[config.mk]
export PLATFORM = sky130hd
export DESIGN_NAME = crossing_ctrl
export DESIGN_NICKNAME = d
export VERILOG_FILES = /design/src/rtl/tlc_pkg.sv /design/src/rtl/tlc_step_logic.sv /design/src/rtl/tlc_phase_reg.sv /design/src/rtl/tlc_lamp_decode.sv /design/src/rtl/tlc_interval_timer.sv /design/src/rtl/crossing_ctrl.sv
export SDC_FILE = /design/constraint.sdc
export NUM_CORES = 1
export LEC_CHECK = 0
export BUFFER_PORTS_ARGS = -buffer_cell sky130_fd_sc_hd__buf_2
export CAP_MARGIN = 20
export CORE_AREA = 8 8 45 47
export DETAILED_ROUTE_END_ITERATION = 6
export DIE_AREA = 0 0 53 55
export GPL_ROUTABILITY_DRIVEN = 0
export PLACE_DENSITY = 0.59
export SETUP_SLACK_MARGIN = 0.15
export SYNTH_ARGS = -nofsm -noshare
export SYNTH_HDL_FRONTEND = slang
export SYNTH_SLANG_ARGS = --single-unit
[constraint.sdc]
create_clock -name clk -period 3.05 [get_ports clk]
set_input_delay 0.61 -clock clk [delete_from_list [all_inputs] [get_ports clk]]
set_output_delay 0.61 -clock clk [all_outputs]
set_load 0.02 [all_outputs]
[src/rtl/tlc_pkg.sv]
package tlc_pkg;

    typedef enum logic [1:0] {
        PH_HWY_GO    = 2'd0,
        PH_HWY_WARN  = 2'd1,
        PH_FARM_GO   = 2'd2,
        PH_FARM_WARN = 2'd3
    } phase_t;

    typedef enum logic [1:0] {
        LAMP_RED   = 2'b00,
        LAMP_AMBER = 2'b01,
        LAMP_GREEN = 2'b10
    } lamp_t;

    typedef struct packed {
        lamp_t hwy;
        lamp_t farm;
    } lamp_pair_t;

    typedef struct packed {
        logic car;
        logic short_done;
        logic long_done;
    } sense_t;

    // Phase that follows p when its exit condition is met (fixed ring order).
    function automatic phase_t successor(input phase_t p);
        case (p)
            PH_HWY_GO:    return PH_HWY_WARN;
            PH_HWY_WARN:  return PH_FARM_GO;
            PH_FARM_GO:   return PH_FARM_WARN;
            default:      return PH_HWY_GO;
        endcase
    endfunction

    // Exit condition of each phase.
    function automatic logic leave_phase(input phase_t p, input sense_t s);
        case (p)
            PH_HWY_GO:    return s.car & s.long_done;
            PH_HWY_WARN:  return s.short_done;
            PH_FARM_GO:   return ~s.car | s.long_done;
            default:      return s.short_done;
        endcase
    endfunction

    function automatic lamp_pair_t lamps_for(input phase_t p);
        lamp_pair_t l;
        case (p)
            PH_HWY_GO:   begin l.hwy = LAMP_GREEN; l.farm = LAMP_RED;   end
            PH_HWY_WARN: begin l.hwy = LAMP_AMBER; l.farm = LAMP_RED;   end
            PH_FARM_GO:  begin l.hwy = LAMP_RED;   l.farm = LAMP_GREEN; end
            default:     begin l.hwy = LAMP_RED;   l.farm = LAMP_AMBER; end
        endcase
        return l;
    endfunction

endpackage

[src/rtl/tlc_step_logic.sv]
module tlc_step_logic
    import tlc_pkg::*;
(
    input  phase_t phase_q,
    input  sense_t sense,
    output phase_t phase_d,
    output logic   change
);
    always_comb begin
        change  = leave_phase(phase_q, sense);
        phase_d = change ? successor(phase_q) : phase_q;
    end
endmodule

[src/rtl/tlc_phase_reg.sv]
module tlc_phase_reg
    import tlc_pkg::*;
(
    input  logic   clk,
    input  logic   rst,
    input  phase_t phase_d,
    output phase_t phase_q
);
    always_ff @(posedge clk) begin
        if (rst) phase_q <= PH_HWY_GO;
        else     phase_q <= phase_d;
    end
endmodule

[src/rtl/tlc_lamp_decode.sv]
module tlc_lamp_decode
    import tlc_pkg::*;
(
    input  phase_t     phase_q,
    output lamp_pair_t lamps
);
    always_comb lamps = lamps_for(phase_q);
endmodule

[src/rtl/tlc_interval_timer.sv]
module tlc_interval_timer #(
    parameter int SHORT_CYCLES = 4,
    parameter int LONG_CYCLES  = 10
) (
    input  logic clk,
    input  logic rst,
    input  logic restart,
    output logic short_done,
    output logic long_done
);
    localparam int CNT_W = $clog2(LONG_CYCLES + 1);
    localparam logic [CNT_W-1:0] SHORT_LIM = CNT_W'(SHORT_CYCLES);
    localparam logic [CNT_W-1:0] LONG_LIM  = CNT_W'(LONG_CYCLES);

    logic [CNT_W-1:0] count_q;

    always_ff @(posedge clk) begin
        if (rst || restart)          count_q <= '0;
        else if (count_q != LONG_LIM) count_q <= count_q + 1'b1;
    end

    always_comb begin
        short_done = (count_q >= SHORT_LIM);
        long_done  = (count_q >= LONG_LIM);
    end
endmodule

[src/rtl/crossing_ctrl.sv]
module crossing_ctrl #(
    parameter int SHORT_CYCLES = 4,
    parameter int LONG_CYCLES  = 10
) (
    input  logic       clk,
    input  logic       rst,
    input  logic       car_waiting,
    output logic [1:0] lamp_hwy,
    output logic [1:0] lamp_farm,
    output logic       timer_start,
    output logic       short_done,
    output logic       long_done
);
    import tlc_pkg::*;

    phase_t     phase_q;
    phase_t     phase_d;
    sense_t     sense;
    lamp_pair_t lamps;
    logic       change;
    logic       t_short;
    logic       t_long;

    always_comb begin
        sense.car        = car_waiting;
        sense.short_done = t_short;
        sense.long_done  = t_long;
    end

    tlc_step_logic u_step (
        .phase_q (phase_q),
        .sense   (sense),
        .phase_d (phase_d),
        .change  (change)
    );

    tlc_phase_reg u_reg (
        .clk     (clk),
        .rst     (rst),
        .phase_d (phase_d),
        .phase_q (phase_q)
    );

    tlc_lamp_decode u_lamps (
        .phase_q (phase_q),
        .lamps   (lamps)
    );

    tlc_interval_timer #(
        .SHORT_CYCLES (SHORT_CYCLES),
        .LONG_CYCLES  (LONG_CYCLES)
    ) u_timer (
        .clk        (clk),
        .rst        (rst),
        .restart    (change),
        .short_done (t_short),
        .long_done  (t_long)
    );

    always_comb begin
        lamp_hwy    = lamps.hwy;
        lamp_farm   = lamps.farm;
        timer_start = change;
        short_done  = t_short;
        long_done   = t_long;
    end
endmodule

==> flow_summary.ini, run 1 <==
[run]
drv_cap = 0

[timing]
period_share_pct = 77.8
max_freq_ghz = 0.421
rsz0062_at_grt = no
relSlewSlack_pct = 73.3
setup_tns_ns = 0
finalWorstSetupSlack_ns = 0.676
final-hold-violation-count = 0
worst_pin_slew_ns = 0.401
period_needed_ns = 2.37
fin_skew_ns = 0.00140
setup_viol = 0
final_max_slew_viol_count = 0

[logic_synthesis]
synthMuxAreaShare_pct = 2.51
ys_ff_latch = 6
synth_fa_ha_area_share_pct = 15.7
syn-num-nets = 45
synth-simple-area-share_pct = 25.4
synth_top_family_by_area = simple AND/OR/NAND/NOR gates
synth.distinct_cells = 23
syn_area_um2 = 399
yosysWarnings = 0
synth_compound_area_share_pct = 15.4
syn_inst = 37
ys_seq_area_share_pct = 30.1
syn_avg_cell_area_um2 = 10.8
synth_xor_area_share_pct = 4.39

[critical_path]
slowest_stage = a221o_1
cp-start-kind = flop
cp.arrival_ns = 1.76
critPathMaxFanout = 7
cp_cell_sequence = inv_1, ha_1, and2b_1, a221o_1, buf_2
cp_top_family = compound AO/OA/AOI/OAI gates
slowest_delay_ns = 0.42
startpoint = u_reg.phase_q[0]
worst-path-buf-inv = 2
required_ns = 2.44
cp-end-kind = output port
rr_startpoint = u_reg.phase_q[0]
criticalPathCategory = flop to output port

[run_status]
status = complete, no violations

[final_layout]
nNetsFinal = 57
final_core_util_pct = 34.1
drive_above_1_share_pct = 40.4
antenna_cells = 0
area_growth_pct = 18.2

[detailed_routing]
drt_first_pass_iters = 2
wire_per_inst_um = 11.0
ant_nets = 0
via_count = 292
drtIter0Drc = 1
drc_errors = 0
wl_um = 696
viasPerCell = 4.63

[global_routing]
grt-ovfl-total = 0
track_usage_pct = 5.69
grt_max_degree = 9
grt_pass1_wl_um = 1170
grt_antenna_before_repair = 0
grt_pass1_vias = 290

[floorplan]
rows = 14
io_pins = 10
die_y_um = 55
start_util_pct = 28.8
die_w_um = 53
die_area_mm2 = 0.00292
core_area_mm2 = 0.00138

[clock_tree]
cts-root-buf = clkbuf_4
h-tree-depth = 1
cts_sinks = 6
cts_resized = 0
path_clk_slew_ns = 0.05
cts_made_buffers = 3
ctsHoldBuffers = 0
post_cts_buffers = 0
cts_tree = yes
insertion_delay_ns = 0.24
clk_path_buf_depth = 2

[placement]
hpwl_um = 563
port_buffers = 9
post-place-ws_ns = 0.856

[worst_hold_path]
min_path_type = flop to flop
min_from = u_timer.count_q[0]

[pwr]
ir_drop_uv = 122
power_density_mw_per_mm2 = 430
leakagePower_nw = 0.212
[stage by stage]
step                total power, mW  hold WS, ns  std cells  area (um^2)
floorplan                     0.123        0.457         37          399
global placement              0.131        0.490         60          449
detailed placement            0.132        0.490         60          449
CTS                           0.209        0.497         63          472
global route                  0.218        0.512         63          472
finish                        0.203        0.496         63          472
[metal layers]
| layer | vias to the layer above | global-route usage [%] | part of all wire, % |
|---|---|---|---|
| met5 | - | 0 | 0 |
| met4 | 0 | 7.76 | 3.6 |
| met3 | 2 | 1.87 | 9.1 |
| met2 | 10 | 7.81 | 39 |
| met1 | 125 | 5.94 | 49 |
| li1 | 155 | - | - |
[power breakdown]
group	leakage (nW)	switching (mW)	internal (mW)
combinational	0.149	0.0212	0.0174
sequential	0.0492	0.00628	0.0845
clock	0.0138	0.0290	0.0445
total	0.212	0.0564	0.146
[placed cells by master (no fill, tap or decap), types with 2 or more instances in the layout]
| master | n |
|---|---|
| clkbuf_4 | 3 |
| inv_1 | 3 |
| ha_1 | 5 |
| buf_2 | 9 |
| nand2b_1 | 2 |
| nor3_2 | 2 |
| dfxtp_1 | 6 |
| o2bb2ai_1 | 2 |
[logic make-up (layout without fill, tap and decap cells)]
group	Yosys count	count (layout)
fa+ha+maj	5	5
mux	1	1
buf+inv	5	15
xor+xnor	2	2
flops	6	6
simple gates	11	11
compound gates	7	7
[worst reg2reg max path, delay by kind of cell, from the launching register on]
| kind | cells | cell delay (ns) |
|---|---|---|
| fa+ha+maj | 1 | 0.25 |
| compound gates | 1 | 0.42 |
| buf+inv | 1 | 0.09 |
| flops | 1 | 0.36 |
| simple gates | 2 | 0.46 |
[registers in the layout (all words and copies together) (netlist names)]
signal	flops
u_timer.count_q	4
u_reg.phase_q	2
[synth_stat cells]
| library cell | count | area (um^2) |
|---|---|---|
| nor3_2 | 2 | 20.0 |
| mux2i_1 | 1 | 10.0 |
| nor4_2 | 1 | 12.5 |
| a2111o_1 | 1 | 11.3 |
| o31ai_2 | 1 | 12.5 |
| a21oi_1 | 1 | 5.00 |
| inv_1 | 3 | 11.3 |
| xor2_1 | 1 | 8.76 |
| xnor2_1 | 1 | 8.76 |
| buf_1 | 1 | 3.75 |
| nor4_4 | 1 | 21.3 |
| or2_2 | 1 | 6.26 |
| nand3_1 | 1 | 5.00 |
| nand2b_1 | 2 | 12.5 |
| and2b_1 | 1 | 7.51 |
| nor2_1 | 1 | 3.75 |
| and4bb_2 | 1 | 12.5 |
| o21ai_0 | 1 | 5.00 |
| buf_6 | 1 | 11.3 |
| o2bb2ai_1 | 2 | 17.5 |
| dfxtp_1 | 6 | 120 |
| ha_1 | 5 | 62.6 |
| a221o_1 | 1 | 10.0 |
[area by class of cell]
cell class	instances	area [um^2]
repair buffers	9	45.0
multi-input cells	26	253
well taps	16	20.0
clock buffers	3	22.5
flip-flops and latches	6	120
inverters	3	11.3
fillers	155	912
[path summary, 6_finish.rpt]
| path | slack (ns) | endpoint | depth (start not counted) |
|---|---|---|---|
| worst min-delay path | 0.50 | u_timer.count_q[0] | 1 |
| worst max register to register | 1.39 | u_timer.count_q[2] | 5 |
| worst max-delay path | 0.68 | timer_start | 5 |
| worst min register to register | 0.50 | u_timer.count_q[0] | 1 |
No activity file was read; power rests on OpenSTA's default activity.
==> inputs of run 2 (changes only) <==
Clock period 3.05 ns to 2.2 ns, I/O delays scaled along.
==> run 2 against run 1 <==
Against the previous run:
- critical path depth unchanged
- sequential power increased by 39%
- worst setup slack got worse by 0.45 ns
- core utilization increased by 0.72 points
- power increased by 39%
- wire length increased by 13%
- register-to-register slack got worse by 0.81 ns
- clock power increased by 36%
- clock-buffer cell count unchanged
- sequential share of layout area decreased by 0.53 points
- hold slack improved by 0.0074 ns
==> flow_summary.ini, run 2 (synthesis gave the netlist of run 1 again) <==
[pwr]
ir_drop_uv = 179
power_density_mw_per_mm2 = 586
leakagePower_nw = 0.216

[clock_tree]
cts-root-buf = clkbuf_4
cts_made_buffers = 3
clk_path_buf_depth = 2
path_clk_slew_ns = 0.05
post_cts_buffers = 0
cts_tree = yes
insertion_delay_ns = 0.24
ctsHoldBuffers = 0
h-tree-depth = 1
cts_sinks = 6

[timing]
final-hold-violation-count = 0
fin_skew_ns = 0.00211
rsz0062_at_grt = no
period_needed_ns = 1.98
worst_pin_slew_ns = 0.249
relSlewSlack_pct = 83.3
fin_worst_hold_slack_ns = 0.503
setup_viol = 0
period_share_pct = 89.8
max_freq_ghz = 0.506
setup_tns_ns = 0
final_max_slew_viol_count = 0

[final_layout]
fillers = 150
multi_input_area_um2 = 255
mostFrequentLayoutCells = buf_2 (9), dfxtp_1 (6), ha_1 (4)
nNetsFinal = 58
seq_area_um2 = 120
final_common_cell = buf_2
finalInstanceArea_um2 = 482
antenna_cells = 0
final_core_util_pct = 34.8
regMostFlops = u_timer.count_q
fin_cells = 64
reg_top3 = u_timer.count_q (4), u_reg.phase_q (2)
largest_reg_flops = 4
area_growth_pct = 20.7
drive_above_1_share_pct = 43.8

[critical_path]
cp-end-kind = output port
rr_worst_depth = 6
required_ns = 1.76
cp-start-kind = flop
critPathMaxFanout = 4
cp.arrival_ns = 1.54
criticalPathCategory = flop to output port

[global_routing]
grt_pass1_vias = 305
grt-ovfl-total = 0
track_usage_pct = 6.51
grt_max_degree = 9
grt_pass1_wl_um = 1320
grt_antenna_before_repair = 0

[run]
drv_cap = 0

[detailed_routing]
drc_errors = 0
wire_per_inst_um = 12.3
drt_first_pass_iters = 1
drtIter0Drc = 0
ant_nets = 0
wl_um = 789
viasPerCell = 5.00
via_count = 320

[floorplan]
die_y_um = 55
die_w_um = 53
die_area_mm2 = 0.00292
start_util_pct = 28.8
io_pins = 10
core_area_mm2 = 0.00138
rows = 14

[worst_hold_path]
min_path_type = flop to flop
min_path_cells = 1

[placement]
hpwl_um = 601
placement.cell_area_um2 = 457
port_buffers = 9
dp.cells = 61

[run_status]
status = complete, no violations
==> run 2: report_power, final <==
group / internal, mW / switching [mW]
Clock: 0.0616 / 0.0387
Combinational: 0.0249 / 0.0306
Sequential: 0.117 / 0.00905
Total: 0.204 / 0.0784
==> run 2: area by class of cell <==
class / instances / area share, %
clock buffer: 3 / 4.68
inverter: 3 / 2.34
multi-input combinational: 26 / 53.0
sequential: 6 / 24.9
tap: 16 / 4.16
timing repair buffer: 10 / 10.9
==> run 2: worst max-delay path, stage by stage, from the launching register on <==
cell       delay (ns)
dfxtp_1          0.32
inv_1            0.12
ha_1             0.25
o2bb2ai_1        0.08
a221o_1          0.35
buf_2            0.17
==> run 2: worst paths after layout <==
check	slack (ns)	to	startpoint
setup / recovery	0.22	timer_start	u_reg.phase_q[0]
hold / removal	0.50	u_timer.count_q[0]	u_timer.count_q[0]
setup reg to reg	0.58	u_timer.count_q[2]	u_reg.phase_q[0]
hold reg to reg	0.50	u_timer.count_q[0]	u_timer.count_q[0]
==> run 2: timing repair <==
action                                  in CTS  in global routing
gates resized for setup                      0                  1
hold endpoints to repair                     0                  0
endpoints found under the setup margin       0                  1
==> run 2: through the flow <==
step	worst slack [ns]	power, mW
CTS	0.187	0.288
floorplan	0.416	0.171
global route	0.158	0.298
detailed placement	0.466	0.184
finish	0.225	0.282
global placement	0.481	0.183
==> run 2: layer usage <==
layer | part of all wire (%) | global-route usage (%)
met4 | 4.1 | 7.76
met2 | 42 | 9.38
met5 | 0 | 0
met3 | 11 | 2.67
met1 | 43 | 6.55
==> inputs of run 3 (changes only) <==
Settings changed: CORE_AREA 8 8 45 47 to 5 5 42 44, DIE_AREA 0 0 53 55 to 0 0 47 49.
==> run 3 against run 2 <==
Against the previous run:
- hold slack worse by 0.0062 ns
- clock skew is 0.0012 ns higher
- via count decreased by 2.8%
- die area fell by 21%
- global-route usage rose by 1.0 points
- clock-buffer cell count unchanged
- cell count stayed put
- power is 0.36% higher
- largest cell class unchanged
- sequential share of layout area down 0.63 points
- fmax increased by 2.3%
==> flow_summary.ini, run 3 (synthesis gave the netlist of run 1 again) <==
[clock_tree]
h-tree-depth = 1
cts_tree = yes
insertion_delay_ns = 0.24
clk_path_buf_depth = 2
path_clk_slew_ns = 0.05
cts-root-buf = clkbuf_4
cts_made_buffers = 3
cts_sinks = 6

[critical_path]
rr_worst_depth = 6
cp.arrival_ns = 1.49
rr_startpoint = u_reg.phase_q[1]
r2r-end = u_timer.count_q[2]
cp_top_family = compound AO/OA/AOI/OAI gates
cp-start-kind = flop
critPathMaxFanout = 4
criticalPathCategory = flop to output port
slowest_stage = dfxtp_1
cp-end-kind = output port
slowest_delay_ns = 0.36
worst-path-buf-inv = 2
required_ns = 1.76
cp_cell_sequence = inv_1, ha_2, o2bb2ai_1, a221o_1, buf_2
r2r_slack_ns = 0.60

[floorplan]
start_util_pct = 28.5
die_area_mm2 = 0.00230
io_pins = 10
die_y_um = 49
die_w_um = 47
core_area_mm2 = 0.00140
rows = 14

[global_routing]
grt_max_degree = 9
grt_antenna_before_repair = 0
grt_pass1_wl_um = 1260
grt_pass1_vias = 301
grt-ovfl-total = 0
track_usage_pct = 7.55

[timing]
setup_viol = 0
fin_worst_hold_slack_ns = 0.497
fin_skew_ns = 0.00331
setup_tns_ns = 0
finalWorstSetupSlack_ns = 0.270
rsz0062_at_grt = no
final_max_slew_viol_count = 0
worst_pin_slew_ns = 0.282
relSlewSlack_pct = 81.1
final-hold-violation-count = 0
period_share_pct = 87.7
max_freq_ghz = 0.518
period_needed_ns = 1.93

[final_layout]
antenna_cells = 0
mostFrequentLayoutCells = buf_2 (9), dfxtp_1 (6), ha_1 (3), clkbuf_4 (3)
area_growth_pct = 23.8
nNetsFinal = 58
regMostFlops = u_timer.count_q
reg_top3 = u_timer.count_q (4), u_reg.phase_q (2)
final_common_cell = buf_2
drive_above_1_share_pct = 47.9
fillers = 161
largest_reg_flops = 4

[detailed_routing]
viasPerCell = 4.86
ant_nets = 0
drt_first_pass_iters = 4
wl_um = 730
wire_per_inst_um = 11.4
via_count = 311
drc_errors = 0
drtIter0Drc = 5

[pwr]
leakagePower_nw = 0.216
power_density_mw_per_mm2 = 573
ir_drop_uv = 221

[worst_hold_path]
min_path_cells = 1
holdPathEnd = u_timer.count_q[0]
min_path_type = flop to flop
min_from = u_timer.count_q[0]

[run_status]
status = complete, no violations

[placement]
post-place-ws_ns = 0.457
port_buffers = 9

[run]
drv_cap = 0
## run 3: cell types whose count changed in the layout (fill, tap and decap cells not counted)
cell and delta:
ha_1 -1, ha_4 +1, inv_1 -1, inv_2 +1
## run 3: cell type report
type | count | area [um^2] | share of cell area, %
tap | 16 | 20.0 | 4.05
multi-input combinational | 26 | 268 | 54.2
sequential | 6 | 120 | 24.3
clock buffer | 3 | 22.5 | 4.56
inverter | 3 | 11.3 | 2.28
timing repair buffer | 10 | 52.6 | 10.6
## run 3: worst max path at each step
stage                          start     endpoint  slack [ns]  cells after the start
detailed placement  u_reg.phase_q[0]  timer_start        0.46                      5
global placement    u_reg.phase_q[0]  timer_start        0.48                      5
CTS                 u_reg.phase_q[0]  timer_start        0.19                      5
finish              u_reg.phase_q[1]  timer_start        0.27                      5
global route        u_reg.phase_q[1]  timer_start        0.17                      5
floorplan           u_reg.phase_q[0]  timer_start        0.42                      5
## run 3: power by group
part	switching (mW)	internal, mW	total, mW
registers	0.00943	0.117	0.126
clock network	0.0384	0.0616	0.100
logic	0.0311	0.0255	0.0566
## run 3: metal layers
metal  vias up  share of wire, %  track usage, %
met1       147                47            10.2
met2         7                49            10.4
met4         0                 0            4.15
met3         0               3.4            2.21
met5         -                 0               0
li1        157                 -               -
## run 3: stage by stage
stage / cells / utilization (%) / area, um^2 / power [mW]
final: 64 / 35.3 / 494 / 0.283
after global routing: 64 / 35.3 / 494 / 0.302
after CTS: 64 / 34.2 / 479 / 0.283
after detailed placement: 61 / 32.6 / 457 / 0.183
after global placement: 61 / 32.6 / 457 / 0.183
after floorplan: 37 / - / 399 / 0.171
## run 3: repair_timing
action	in CTS	in global routing
buffers inserted	0	0
hold buffers	0	0
resized for setup	0	4
setup endpoints to repair	0	1
